**config.mk**
```make
export PLATFORM = sky130hd
export DESIGN_NAME = jtag_byte_engine
export DESIGN_NICKNAME = d
export VERILOG_FILES = /design/src/rtl/jtag_eng_pkg.sv /design/src/rtl/jtag_eng_cfg.sv /design/src/rtl/jtag_eng_clkgen.sv /design/src/rtl/jtag_eng_shift.sv /design/src/rtl/jtag_byte_engine.sv
export SDC_FILE = /design/constraint.sdc
export NUM_CORES = 1
export LEC_CHECK = 0
export ABC_AREA = 1
export BUFFER_PORTS_ARGS = -buffer_cell sky130_fd_sc_hd__buf_2
export CORE_MARGIN = 5
export CORE_UTILIZATION = 60
export CTS_BUF_LIST = sky130_fd_sc_hd__clkbuf_8
export CTS_CLUSTER_DIAMETER = 30
export CTS_CLUSTER_SIZE = 30
export DETAILED_ROUTE_END_ITERATION = 7
export PLACE_DENSITY_LB_ADDON = 0.25
export RECOVER_POWER = 50
export SYNTH_ARGS = -nofsm -noshare
export SYNTH_HDL_FRONTEND = slang
export SYNTH_SLANG_ARGS = --single-unit
```
**constraint.sdc**
```tcl
create_clock -name clk_i -period 2 [get_ports clk_i]
set_clock_uncertainty 0.05 [all_clocks]
set_input_delay 0.1 -clock clk_i [delete_from_list [all_inputs] [get_ports clk_i]]
set_output_delay 0.1 -clock clk_i [all_outputs]
set_load 0.03 [all_outputs]
```
**src/rtl/jtag_eng_pkg.sv**
```systemverilog
package jtag_eng_pkg;
  localparam int DW    = 8;
  localparam int NB_W  = 3;
  localparam int DIV_W = 2;

  // bit order fixed by host protocol: [7] trst, [6] srst, [5:4] div, [3] tms target, [2:0] count
  typedef struct packed {
    logic             trst;
    logic             srst;
    logic [DIV_W-1:0] div;
    logic             tgt_tms;
    logic [NB_W-1:0]  nbits;
  } cfg_t;
endpackage

```
**src/rtl/jtag_eng_cfg.sv**
```systemverilog
module jtag_eng_cfg
  import jtag_eng_pkg::*;
(
  input  logic          clk_i,
  input  logic          rst_ni,
  input  logic          we_i,
  input  logic [DW-1:0] wdata_i,
  output cfg_t          cfg_o
);
  always_ff @(posedge clk_i or negedge rst_ni) begin
    if (!rst_ni)   cfg_o <= '0;
    else if (we_i) cfg_o <= cfg_t'(wdata_i);
  end
endmodule

```
**src/rtl/jtag_eng_clkgen.sv**
```systemverilog
module jtag_eng_clkgen #(
  parameter int DIV_W = 2
) (
  input  logic             clk_i,
  input  logic             rst_ni,
  input  logic             run_i,
  input  logic [DIV_W-1:0] div_i,
  output logic             tick_o
);
  localparam int CNT_W = (1 << DIV_W) - 1;

  logic [CNT_W-1:0] cnt_q;
  logic [CNT_W-1:0] lim;

  assign lim    = CNT_W'((32'd1 << div_i) - 32'd1);
  assign tick_o = run_i && (cnt_q == lim);

  always_ff @(posedge clk_i or negedge rst_ni) begin
    if (!rst_ni)                cnt_q <= '0;
    else if (!run_i || tick_o)  cnt_q <= '0;
    else                        cnt_q <= cnt_q + 1'b1;
  end
endmodule

```
**src/rtl/jtag_eng_shift.sv**
```systemverilog
module jtag_eng_shift #(
  parameter int DW   = 8,
  parameter int NB_W = 3
) (
  input  logic            clk_i,
  input  logic            rst_ni,
  input  logic            start_i,
  input  logic            tick_i,
  input  logic            tgt_tms_i,
  input  logic [NB_W-1:0] nbits_i,
  input  logic [DW-1:0]   data_i,
  input  logic            tdo_i,
  output logic            busy_o,
  output logic            tck_o,
  output logic            tms_o,
  output logic            tdi_o,
  output logic [DW-1:0]   rdata_o
);
  localparam int LW = NB_W + 1;

  logic          busy_q, tck_q, tgt_q, hold_q;
  logic [LW-1:0] left_q, n_q, n_load;
  logic [DW-1:0] sh_q, cap_q, res_q;

  assign n_load = (nbits_i == '0) ? LW'(DW) : {1'b0, nbits_i};

  always_ff @(posedge clk_i or negedge rst_ni) begin
    if (!rst_ni) begin
      busy_q <= 1'b0;
      tck_q  <= 1'b0;
      tgt_q  <= 1'b0;
      hold_q <= 1'b0;
      left_q <= '0;
      n_q    <= '0;
      sh_q   <= '0;
      cap_q  <= '0;
      res_q  <= '0;
    end else if (start_i) begin
      busy_q <= 1'b1;
      tck_q  <= 1'b0;
      tgt_q  <= tgt_tms_i;
      hold_q <= data_i[DW-1];
      left_q <= n_load;
      n_q    <= n_load;
      sh_q   <= data_i;
      cap_q  <= '0;
    end else if (busy_q && tick_i) begin
      if (!tck_q) begin
        tck_q <= 1'b1;
        cap_q <= {tdo_i, cap_q[DW-1:1]};  // fill from MSB, align at end
      end else begin
        tck_q  <= 1'b0;
        sh_q   <= sh_q >> 1;
        left_q <= left_q - 1'b1;
        if (left_q == LW'(1)) begin
          busy_q <= 1'b0;
          res_q  <= cap_q >> (LW'(DW) - n_q);
        end
      end
    end
  end

  assign busy_o  = busy_q;
  assign tck_o   = tck_q;
  assign tms_o   = busy_q & tgt_q & sh_q[0];
  assign tdi_o   = busy_q & (tgt_q ? hold_q : sh_q[0]);
  assign rdata_o = res_q;
endmodule

```
**src/rtl/jtag_byte_engine.sv**
```systemverilog
module jtag_byte_engine
  import jtag_eng_pkg::*;
(
  input  logic          clk_i,
  input  logic          rst_ni,
  input  logic          cfg_we_i,
  input  logic          scan_we_i,
  input  logic [DW-1:0] wdata_i,
  output logic [DW-1:0] rdata_o,
  output logic          busy_o,
  output logic          tck_o,
  output logic          tms_o,
  output logic          tdi_o,
  input  logic          tdo_i,
  output logic          srst_o,
  output logic          trst_o
);
  cfg_t cfg;
  logic busy, tick, start, cfg_we;

  assign cfg_we = cfg_we_i & ~busy;
  assign start  = scan_we_i & ~busy;

  jtag_eng_cfg u_cfg (
    .clk_i   (clk_i),
    .rst_ni  (rst_ni),
    .we_i    (cfg_we),
    .wdata_i (wdata_i),
    .cfg_o   (cfg)
  );

  jtag_eng_clkgen #(.DIV_W(DIV_W)) u_clk (
    .clk_i  (clk_i),
    .rst_ni (rst_ni),
    .run_i  (busy),
    .div_i  (cfg.div),
    .tick_o (tick)
  );

  jtag_eng_shift #(.DW(DW), .NB_W(NB_W)) u_shift (
    .clk_i     (clk_i),
    .rst_ni    (rst_ni),
    .start_i   (start),
    .tick_i    (tick),
    .tgt_tms_i (cfg.tgt_tms),
    .nbits_i   (cfg.nbits),
    .data_i    (wdata_i),
    .tdo_i     (tdo_i),
    .busy_o    (busy),
    .tck_o     (tck_o),
    .tms_o     (tms_o),
    .tdi_o     (tdi_o),
    .rdata_o   (rdata_o)
  );

  assign busy_o = busy;
  assign srst_o = cfg.srst;
  assign trst_o = cfg.trst;
endmodule

```
==> results.md, run 1 <==
| Item | Value | Unit |
|---|---|---|
| Launch point of the worst hold path | wdata_i[2] | - |
| Max Slew Vio Count | 0 | - |
| Maximum number of pins on one net before global-route repair | 48 | - |
| Most area-hungry cell type in the Yosys netlist | sky130_fd_sc_hd__dfrtp_1 | - |
| Number of global-route vias before repair | 2163 | - |
| TritonCTS clock tree | yes | - |
| Final instance area | 2780 | um2 |
| TritonCTS buffer count | 5 | - |
| Routed wire per std cell | 12.5 | um |
| Area used by sequential logic in the layout | 1180 | um2 |
| Min-Delay Path Class | input pin to flip-flop | - |
| Worst-margin pin slew | 1130 | ps |
| Total power density per cell area | 1610 | nW/um2 |
| Number of fill cells in the layout | 339 | - |
| Total setup buffers inserted after CTS | 0 | - |
| Initial Utilization | 0.626 | - |
| Core outline area | 4030 | um2 |
| Area used by multi-input combinational logic | 1150 | um2 |
| Final setup TNS | 0 | ps |
| Unrepaired setup endpoints after global routing | false | - |
| Non-Filler Instances | 416 | - |
| Chip Height | 74.8 | um |
| Worst setup slack before clock tree synthesis | 249 | ps |
| Number of cell instances on the worst register-to-register path | 8 | - |
| Worst IR Drop VDD | 0.000871 | V |
| Share of the yosys chip area belonging to registers | 0.466 | - |
| Number of flops mapped to enable cells by yosys | 0 | - |
| Antenna violations before repair | 0 | - |
| Flops & latches, synth | 47 | - |
| Total Wirelength | 5200 | um |
| Most frequent cells after synthesis | sky130_fd_sc_hd__nand2_1 (115), sky130_fd_sc_hd__nand3_1 (53), sky130_fd_sc_hd__dfrtp_1 (47) | - |
| Final period utilization | 0.876 | - |
| Number of max-cap violations | 0 | - |
| Yosys warnings | 0 | - |
| Most common cell in the synthesized netlist | sky130_fd_sc_hd__nand2_1 | - |
| Minimum setup slack in the final design | 249 | ps |
| Cell types occupying the most area after synthesis | sky130_fd_sc_hd__dfrtp_1 (47%), sky130_fd_sc_hd__nand2_1 (17%), sky130_fd_sc_hd__nand3_1 (11%), sky130_fd_sc_hd__o21ai_0 (4.8%), sky130_fd_sc_hd__inv_1 (4.6%) | - |
| Net count reported at finish | 382 | - |
| Sink Count | 47 | - |
| Detailed-route DRC error count | 0 | - |
| Site Rows | 23 | - |
| Iteration count of the initial detailed-routing pass | 4 | - |
| Overall track demand over capacity in global routing | 0.213 | - |
| Number of antenna cells inserted | 0 | - |
| Worst reg2reg startpoint | u_shift.n_q[0]$_DFFE_PN0P_ | - |
| Grt ovf | 0 | - |
| Mapped Avg Cell Area | 7.51 | um2 |
| Number of stages on the worst hold path | 3 | - |
| Area share of the leading cell type in the synthesized netlist | 0.466 | - |
| Per-cell via count in the routed design | 5.29 | - |
| Time the worst path needs with I/O delays and setup | 1750 | ps |
| Leak | 1.54 | nW |
| Total half-perimeter wirelength after legalization and detailed placement | 3680 | um |
| Global-route wire length before repair | 9230 | um |
| Post-DRT Antenna Nets | 0 | - |
| Fraction of registers with async set or reset after synthesis | 1.00 | - |
| Post-Syn Nets | 353 | - |
| Port bufs | 26 | - |
| Max clock buf depth | 2 | - |
| Kind of end point of the critical path | flip-flop | - |
| Clk slew on worst S/H paths | 90 | ps |
| WP data required | 2150 | ps |
| Via count | 2202 | - |
| Cell area after synthesis | 2520 | um2 |
| Die ar. | 5600 | um2 |
| Capture point of the worst reg-to-reg path | u_shift.rdata_o[1]$_DFFE_PN0P_ | - |
| Clock latency on the worst-skew pair | 300 | ps |
| Die span in x | 74.8 | um |
| Number of H-tree levels | 2 | - |
| Relative area change from synthesis to final layout | 10.3 | % |
| Run status | finished clean | - |
| Worst path arrival time | 1900 | ps |
| Utilization of the core after routing | 0.690 | - |
| Dpl cell area | 2680 | um2 |
| Top achievable clock speed | 0.571 | GHz |
| Worst-case headroom to the max-slew limit | 0.247 | - |
| CTS root buf | sky130_fd_sc_hd__clkbuf_8 | - |
| Commonest register cell after synthesis | sky130_fd_sc_hd__dfrtp_1 | - |
| Final weighted congestion in routability-driven placement | 0.893 | - |
| Fraction of layout cells with a size suffix above 1 | 0.115 | - |
| FF-to-FF setup slack | 250 | ps |
| Synthesized instance count | 336 | - |
| Final setup viols | 0 | - |
| Sink of the worst hold path | u_cfg.cfg_o[2]$_DFFE_PN0P_ | - |
| Crit path kind | flip-flop to flip-flop | - |
| Total count of hold-check failures in the final report | 0 | - |
| Setup crit start kind | flip-flop | - |
| Distinct cell type count of the synthesized netlist | 26 | - |
| Number of violations reported at the end of detailed-routing iteration 0 | 187 | - |
| Largest fanout on the critical path | 8 | - |
| Total I/O pin count | 27 | - |
| Post-Place Cells | 405 | - |
routing by layer:
metal,global-route usage,wire (um)
met1,0.266,2240
met4,0.0771,62
met2,0.360,2590
met5,0,0
met3,0.0494,312
cells by family (layout without fill, tap and decap cells):
family	after synthesis	after routing	share of synthesized area
flip-flops	47	47	0.466
XOR/XNOR	5	5	0.0174
AO/OA/AOI/OAI	32	32	0.0635
buffers and inverters	44	74	0.0774
adder cells (fa/ha/maj)	4	4	0.0198
multiplexers	1	1	0.00446
AND/OR/NAND/NOR	203	203	0.351
what timing repair did:
action | CTS | global route
endpoints found under the hold margin | 51 | 0
setup endpoints to repair | 0 | 1
resized for setup | 0 | 1
hold buffers | 3 | 0
sequential cells by signal, summed over array words and instances (netlist names):
register	cells
u_shift.rdata_o	8
u_shift.tck_o	1
u_shift.tgt_q	1
u_shift.n_q	4
u_shift.busy_o	1
u_shift.hold_q	1
u_cfg.cfg_o	8
u_shift.cap_q	8
u_shift.sh_q	8
u_shift.left_q	4
u_clk.cnt_q	3
how the worst max path moves through the flow:
stage | slack (ps) | depth (start not counted) | end | startpoint
2_1_floorplan | 210 | 11 | u_shift.rdata_o[3]$_DFFE_PN0P_ | u_shift.n_q[0]$_DFFE_PN0P_
3_3_place_gp | 330 | 9 | u_shift.rdata_o[3]$_DFFE_PN0P_ | u_shift.n_q[0]$_DFFE_PN0P_
3_5_place_dp | 250 | 9 | u_shift.rdata_o[3]$_DFFE_PN0P_ | u_shift.n_q[0]$_DFFE_PN0P_
4_1_cts | 240 | 9 | u_shift.rdata_o[3]$_DFFE_PN0P_ | u_shift.n_q[0]$_DFFE_PN0P_
5_1_grt | 60 | 8 | u_shift.rdata_o[1]$_DFFE_PN0P_ | u_shift.n_q[0]$_DFFE_PN0P_
6_report | 250 | 8 | u_shift.rdata_o[1]$_DFFE_PN0P_ | u_shift.n_q[0]$_DFFE_PN0P_
area by class of cell:
class | count | area share
tap | 50 | 0.0225
clock inverter | 3 | 0.00585
timing repair buffer | 34 | 0.0670
clock buffer | 5 | 0.0247
multi-input combinational | 245 | 0.414
inverter | 32 | 0.0432
sequential | 47 | 0.423
report_power, final:
group,switching [mW],internal (mW),leakage [nW],total (mW)
Sequential,0.281,1.32,0.611,1.61
Clock,0.317,0.240,0.0453,0.556
Combinational,1.54,0.764,0.879,2.31
layout by cell type, fill, tap and decap left out, drive strengths merged:
cell / count
buf: 23
xnor2: 4
a21oi: 7
o21ai: 25
xor2: 1
dlygate4sd3: 3
nand4: 2
nand3: 54
nor2: 28
clkinv: 1
dfrtp: 47
inv: 33
nor3b: 1
nand2: 118
mux2: 1
clkbuf: 13
clkinvlp: 1
ha: 4
through the flow:
step	hold WS, ps	total power [mW]
after global routing	37.7	4.89
after CTS	16.7	4.47
final	23.4	4.47
after floorplan	-246	3.43
after detailed placement	176	3.91
after global placement	178	3.84
worst max-delay path, stage by stage, from the launching register on:
cell and delay [ps]:
sky130_fd_sc_hd__dfrtp_1 470, sky130_fd_sc_hd__inv_1 90, sky130_fd_sc_hd__ha_1 240, sky130_fd_sc_hd__xnor2_1 420
sky130_fd_sc_hd__nand3_1 140, sky130_fd_sc_hd__nand2_1 90, sky130_fd_sc_hd__nor2_1 40, sky130_fd_sc_hd__nand3_1 70
sky130_fd_sc_hd__nand2_1 40
Note: power is estimated with default switching activity, not from simulation.
==> inputs of run 2 (changes only) <==
ABC_AREA = default   (was 1)
TNS_END_PERCENT = 1   (was default)
clock period = 2.26 ns   (was 2 ns; I/O delays follow)
==> run 2 against run 1 <==
  * Count of clock-buffer cells in the layout did not move
  * Routed wire length fell by 12%
  * Power fell by 9.0%
  * Sequential power fell by 4%
  * Critical path type unchanged
  * Design area fell by 3.5%
==> results.md, run 2 <==
| Item | Value | Unit |
|---|---|---|
| Die span in x | 72.6 | um |
| Site Rows | 22 | - |
| Fraction of power consumed by the clock network | 0.173 | - |
| Total power | 4.07 | mW |
| Relative area change from synthesis to final layout | 14.2 | % |
| Worst-margin pin slew | 844 | ps |
| Net count reported at finish | 271 | - |
| TritonCTS clock tree | yes | - |
| Gate power share | 0.446 | - |
| Number of flops mapped to enable cells by yosys | 0 | - |
| Share of the yosys chip area belonging to registers | 0.500 | - |
| Routed wire per std cell | 15.0 | um |
| Total Wirelength | 4560 | um |
| Detailed-route DRC error count | 0 | - |
| WP data required | 2420 | ps |
| Crit path kind | flip-flop to flip-flop | - |
| Fraction of layout cells with a size suffix above 1 | 0.196 | - |
| Chip Height | 72.6 | um |
| Max clock buf depth | 2 | - |
| Iteration count of the initial detailed-routing pass | 4 | - |
| Clk slew on worst S/H paths | 90 | ps |
| Most common cell in the synthesized netlist | sky130_fd_sc_hd__dfrtp_1 | - |
| Total half-perimeter wirelength after legalization and detailed placement | 3280 | um |
| Top achievable clock speed | 0.514 | GHz |
| Worst IR Drop VDD | 0.000940 | V |
| Worst-case headroom to the max-slew limit | 0.437 | - |
| Total I/O pin count | 27 | - |
| Switching power | 1.65 | mW |
| Cell types occupying the most area after synthesis | sky130_fd_sc_hd__dfrtp_1 (50%), sky130_fd_sc_hd__mux2i_1 (7.2%), sky130_fd_sc_hd__nand2_1 (6.2%), sky130_fd_sc_hd__mux2_2 (4.3%), sky130_fd_sc_hd__nor2_1 (4.0%) | - |
| Sink of the worst hold path | u_shift.hold_q$_DFFE_PN0P_ | - |
| Post-Syn Nets | 238 | - |
| Capture point of the worst reg-to-reg path | u_shift.rdata_o[3]$_DFFE_PN0P_ | - |
| Non-Filler Instances | 303 | - |
| Area share of the leading cell type in the synthesized netlist | 0.500 | - |
| Post-DRT Antenna Nets | 0 | - |
| Core outline area | 3720 | um2 |
| CTS root buf | sky130_fd_sc_hd__clkbuf_8 | - |
| Cell area after synthesis | 2350 | um2 |
| Commonest register cell after synthesis | sky130_fd_sc_hd__dfrtp_1 | - |
| Unrepaired setup endpoints after global routing | false | - |
| Initial Utilization | 0.633 | - |
| Fraction of registers with async set or reset after synthesis | 1.00 | - |
| Number of fill cells in the layout | 269 | - |
| Number of global-route vias before repair | 1738 | - |
| Sink Count | 47 | - |
| Max incr delay on CP | 430 | ps |
| Design internal power | 2.42 | mW |
| Synthesized instance count | 221 | - |
| TritonCTS buffer count | 5 | - |
| Antenna violations before repair | 0 | - |
| Number of stages on the worst hold path | 3 | - |
| Final setup TNS | 0 | ps |
| Global-route wire length before repair | 8140 | um |
| Leak | 1.26 | nW |
| Setup crit start kind | flip-flop | - |
| Mapped Avg Cell Area | 10.6 | um2 |
| Yosys warnings | 0 | - |
| Total power density per cell area | 1510 | nW/um2 |
| Max Slew Vio Count | 0 | - |
| Number of violations reported at the end of detailed-routing iteration 0 | 166 | - |
| Final period utilization | 0.862 | - |
| Cells along the critical path | inv_1, ha_1, xor2_2, mux2i_1, a2111oi_0, a31oi_1, o21ai_0 | - |
| Via count | 1742 | - |
| Port bufs | 26 | - |
| Final setup viols | 0 | - |
| Area used by sequential logic in the layout | 1180 | um2 |
| Most frequent cells after synthesis | sky130_fd_sc_hd__dfrtp_1 (47), sky130_fd_sc_hd__nand2_1 (39), sky130_fd_sc_hd__nor2_1 (25) | - |
| Most common library cell in the layout ignoring fill and taps | sky130_fd_sc_hd__dfrtp_1 | - |
| Per-cell via count in the routed design | 5.75 | - |
| Maximum number of pins on one net before global-route repair | 23 | - |
| FF-to-FF setup slack | 310 | ps |
| Min-Delay Path Class | input pin to flip-flop | - |
| Largest fanout on the critical path | 5 | - |
| Flops & latches, synth | 47 | - |
| Final weighted congestion in routability-driven placement | 0.799 | - |
| Overall track demand over capacity in global routing | 0.196 | - |
| Worst path arrival time | 2110 | ps |
| Number of H-tree levels | 2 | - |
| Area used by multi-input combinational logic | 1100 | um2 |
| Number of antenna cells inserted | 0 | - |
| Sequential share of power | 0.382 | - |
| Time the worst path needs with I/O delays and setup | 1950 | ps |
| Run status | finished clean | - |
| Worst hold slack | 6.08 | ps |
| Top library cells by usage in the layout, fill and taps aside | sky130_fd_sc_hd__dfrtp_1 (47), sky130_fd_sc_hd__nand2_1 (39), sky130_fd_sc_hd__nor2_1 (25), sky130_fd_sc_hd__buf_2 (18), sky130_fd_sc_hd__mux2i_1 (17) | - |
| Total count of hold-check failures in the final report | 0 | - |
| Distinct cell type count of the synthesized netlist | 41 | - |
| Number of cell instances on the worst register-to-register path | 7 | - |
| Launch point of the worst hold path | wdata_i[7] | - |
| Die ar. | 5270 | um2 |
| Most area-hungry cell type in the Yosys netlist | sky130_fd_sc_hd__dfrtp_1 | - |
| Clock latency on the worst-skew pair | 290 | ps |
| Kind of end point of the critical path | flip-flop | - |
| Cell with the biggest individual delay on the critical path | sky130_fd_sc_hd__a2111oi_0 | - |
| Post-Place Cells | 293 | - |
| Number of max-cap violations | 0 | - |
| Grt ovf | 0 | - |
| Switching part of the total power | 0.405 | - |
| Worst reg2reg startpoint | u_shift.n_q[0]$_DFFE_PN0P_ | - |
[run 2: area by class of cell]
cell class	count	area share
clock inverters	3	0.0238
clock buffers	5	0.0256
inverters	9	0.0126
multi-input cells	156	0.408
well taps	48	0.0224
repair buffers	35	0.0694
flip-flops and latches	47	0.438
[run 2: how the worst max path moves through the flow]
stage                                                 to                  startpoint  slack, ps
after global placement      u_shift.cap_q[6]$_DFFE_PN0P_    u_clk.cnt_q[2]$_DFF_PN0_        370
after global routing        u_shift.cap_q[0]$_DFFE_PN0P_  u_cfg.cfg_o[5]$_DFFE_PN0P_        190
after CTS                   u_shift.cap_q[3]$_DFFE_PN0P_  u_cfg.cfg_o[5]$_DFFE_PN0P_        320
after detailed placement   u_shift.left_q[2]$_DFFE_PN0P_  u_cfg.cfg_o[5]$_DFFE_PN0P_        360
final                     u_shift.rdata_o[3]$_DFFE_PN0P_  u_shift.n_q[0]$_DFFE_PN0P_        310
after floorplan           u_shift.rdata_o[3]$_DFFE_PN0P_  u_shift.n_q[0]$_DFFE_PN0P_        250
[run 2: logic make-up after synthesis]
family          Yosys count  synth area share
xor+xnor                  5            0.0218
mux                      29             0.144
compound gates           36             0.119
fa+ha+maj                 4            0.0213
flops                    47             0.500
simple gates             82             0.160
buf+inv                  18            0.0335
[run 2: critical path, delay by kind of cell (launching register included)]
kind / cells / cell delay (ps)
xor gates and xnor gates: 1 / 240
muxes: 1 / 120
adders and majority gates: 1 / 270
buffers and inverters: 1 / 150
AOI/OAI and AO/OA: 3 / 650
DFF: 1 / 390
[run 2: stage by stage]
| step | worst slack (ps) | util | area, um2 |
|---|---|---|---|
| after floorplan | 252 | - | 2350 |
| after global placement | 373 | 0.686 | 2550 |
| after detailed placement | 356 | 0.686 | 2550 |
| after CTS | 322 | 0.727 | 2700 |
| after global routing | 192 | 0.723 | 2690 |
| final | 313 | 0.723 | 2690 |
[run 2: metal layers]
layer | global-route usage | vias to the layer above | share of wire
met4 | 0.0717 | 0 | 0.014
met5 | 0 | - | 0
li1 | - | 840 | -
met3 | 0.0441 | 7 | 0.063
met1 | 0.269 | 847 | 0.45
met2 | 0.306 | 48 | 0.47
[run 2: timing repair]
item | 4_1_cts | 5_1_grt
setup buffers | 0 | 0
gates resized for setup | 0 | 0
endpoints found under the hold margin | 15 | 0
hold buffers | 2 | 0
[run 2: power groups by stage]
stage / Clock, mW / Combinational, mW / Sequential [mW]
after floorplan: 0 / 1.29 / 1.63
after global routing: 0.760 / 2.01 / 1.62
after global placement: 0 / 1.75 / 1.54
after detailed placement: 0 / 1.80 / 1.56
final: 0.702 / 1.81 / 1.55
after CTS: 0.719 / 1.83 / 1.55
==> inputs of run 3 (changes only) <==
ABC_AREA = 1   (was default)
ABC_CLOCK_PERIOD_IN_PS = 2260   (was default)
==> run 3 against run 2 <==
  * Critical path depth increased by 2
  * Register-to-register slack improved by 130 ps
  * Highest routed layer unchanged
  * Sequential power shrank 8%
  * Power is 0.56% higher
  * Sequential cell count stayed put
  * Routed wire length up 21%
  * Clock power is 16% lower
  * Critical endpoint unchanged
  * Fmax up 7.3%
  * Core utilization is 3.0 points lower
  * First-iteration DRC count decreased by 0.60%
  * Global-route usage increased by 2.4 points
==> results.md, run 3 (same netlist as run 1, synthesis figures left out) <==
| Item | Value | Unit |
|---|---|---|
| Fraction of layout cells with a size suffix above 1 | 0.110 | - |
| Setup crit start kind | flip-flop | - |
| Worst-case headroom to the max-slew limit | 0.247 | - |
| Final setup TNS | 0 | ps |
| WP data required | 2450 | ps |
| Relative area change from synthesis to final layout | 10.6 | % |
| Top achievable clock speed | 0.551 | GHz |
| Total Wirelength | 5510 | um |
| Min-Delay Path Class | input pin to flip-flop | - |
| Via count | 2242 | - |
| Crit path kind | flip-flop to flip-flop | - |
| Antenna violations before repair | 0 | - |
| Number of violations reported at the end of detailed-routing iteration 0 | 165 | - |
| Routed wire per std cell | 13.3 | um |
| Final weighted congestion in routability-driven placement | 0.939 | - |
| Total power density per cell area | 1470 | nW/um2 |
| Met2 Track Usage GR | 0.365 | - |
| Initial Utilization | 0.626 | - |
| Final setup viols | 0 | - |
| Overall track demand over capacity in global routing | 0.220 | - |
| Met3 Track Usage GR | 0.0601 | - |
| CTS root buf | sky130_fd_sc_hd__clkbuf_8 | - |
| Unrepaired setup endpoints after global routing | false | - |
| Clk slew on worst S/H paths | 90 | ps |
| Max Slew Vio Count | 0 | - |
| Total half-perimeter wirelength after legalization and detailed placement | 3950 | um |
| Die span in x | 74.8 | um |
| Total I/O pin count | 27 | - |
| Final period utilization | 0.803 | - |
| Number of fill cells in the layout | 346 | - |
| Total count of hold-check failures in the final report | 0 | - |
| Global-route wire length before repair | 9370 | um |
| Core outline area | 4030 | um2 |
| Number of global-route vias before repair | 2133 | - |
| # resized after CTS | 0 | - |
| Clock latency on the worst-skew pair | 300 | ps |
| Worst IR Drop VDD | 0.00103 | V |
| Sink Count | 47 | - |
| Site Rows | 23 | - |
| Grt ovf | 0 | - |
| Most common library cell in the layout ignoring fill and taps | sky130_fd_sc_hd__nand2_1 | - |
| Time the worst path needs with I/O delays and setup | 1810 | ps |
| Top library cells by usage in the layout, fill and taps aside | sky130_fd_sc_hd__nand2_1 (115), sky130_fd_sc_hd__nand3_1 (53), sky130_fd_sc_hd__dfrtp_1 (47), sky130_fd_sc_hd__inv_1 (32), sky130_fd_sc_hd__nor2_1 (26) | - |
| Number of max-cap violations | 0 | - |
| Detailed-route DRC error count | 0 | - |
| Number of H-tree levels | 2 | - |
| Met1 Resource Use GR | 0.275 | - |
| TritonCTS clock tree | yes | - |
| Grt peak-use layer | met2 | - |
| Run status | finished clean | - |
| Maximum number of pins on one net before global-route repair | 48 | - |
| Number of antenna cells inserted | 0 | - |
| Iteration count of the initial detailed-routing pass | 4 | - |
| Kind of end point of the critical path | flip-flop | - |
| Total power | 4.09 | mW |
| Die ar. | 5600 | um2 |
| Net count reported at finish | 381 | - |
| Hold_buf cts | 2 | - |
| TritonCTS buffer count | 5 | - |
| Post-DRT Antenna Nets | 0 | - |
| Largest fanout on the critical path | 8 | - |
| Max clock buf depth | 2 | - |
| Port bufs | 26 | - |
| Total setup buffers inserted after CTS | 0 | - |
| Leak | 1.54 | nW |
| Per-cell via count in the routed design | 5.42 | - |
| Worst path arrival time | 2010 | ps |
| Worst-margin pin slew | 1130 | ps |
| Chip Height | 74.8 | um |
## run 3: cell types whose count changed in the layout (fill, tap and decap cells not counted), moves of 6 or more
| cell | delta |
|---|---|
| sky130_fd_sc_hd__a221o_1 | -6 |
| sky130_fd_sc_hd__nand2_1 | +76 |
| sky130_fd_sc_hd__o21ai_0 | +15 |
| sky130_fd_sc_hd__inv_1 | +22 |
| sky130_fd_sc_hd__mux2_2 | -8 |
| sky130_fd_sc_hd__nand3_1 | +50 |
| sky130_fd_sc_hd__mux2i_1 | -17 |
## run 3: through the flow
stage	worst slack, ps	hold slack (ps)	instances	area (um2)	util
finish	445	10.7	414	2790	0.692
global route	208	23.7	414	2790	0.692
CTS	472	5.32	414	2800	0.695
detailed placement	494	185	405	2680	0.665
global placement	587	190	405	2680	0.665
floorplan	468	-233	336	2520	-
## run 3: worst paths after layout
kind                                       startpoint                        endpoint  slack, ps  cells past startpoint
max                        u_shift.n_q[0]$_DFFE_PN0P_  u_shift.rdata_o[3]$_DFFE_PN0P_        450                      9
min                                        wdata_i[7]     u_shift.sh_q[7]$_DFFE_PN0P_         10                      3
max reg2reg                u_shift.n_q[0]$_DFFE_PN0P_  u_shift.rdata_o[3]$_DFFE_PN0P_        450                      9
min reg2reg                  u_clk.cnt_q[0]$_DFF_PN0_        u_clk.cnt_q[0]$_DFF_PN0_        440                      1
max in group asynchronous                      rst_ni      u_cfg.cfg_o[5]$_DFFE_PN0P_        870                      3
min in group asynchronous                      rst_ni      u_cfg.cfg_o[6]$_DFFE_PN0P_        600                      3
## run 3: routing by layer
layer | vias up | part of all wire
li1 | 1120 | -
met1 | 1039 | 0.43
met2 | 77 | 0.50
met3 | 6 | 0.055
met4 | 0 | 0.010
met5 | - | 0
## run 3: final cells by class
| type | count | area, um2 | share of cell area |
|---|---|---|---|
| Inverter | 32 | 120 | 0.0431 |
| Clock inverter | 2 | 33.8 | 0.0121 |
| Sequential cell | 47 | 1180 | 0.422 |
| Clock buffer | 5 | 68.8 | 0.0247 |
| Multi-Input combinational cell | 245 | 1150 | 0.413 |
| Tap cell | 50 | 62.6 | 0.0224 |
| Timing Repair Buffer | 33 | 176 | 0.0633 |
## run 3: worst max-delay path, stage by stage (launching register included)
cell and delay, ps:
sky130_fd_sc_hd__dfrtp_1 470, sky130_fd_sc_hd__inv_1 90, sky130_fd_sc_hd__ha_1 390, sky130_fd_sc_hd__inv_1 210, sky130_fd_sc_hd__nand3_1 130, sky130_fd_sc_hd__nand2_1 80
sky130_fd_sc_hd__nand2_1 50, sky130_fd_sc_hd__nor2_1 110, sky130_fd_sc_hd__nand3_1 90, sky130_fd_sc_hd__nand2_1 80
## run 3: where the power goes
group,leakage (nW),internal [mW],switching (mW)
sequential,0.611,1.17,0.257
combinational,0.876,0.673,1.40
clock,0.0554,0.320,0.270
total,1.54,2.16,1.93
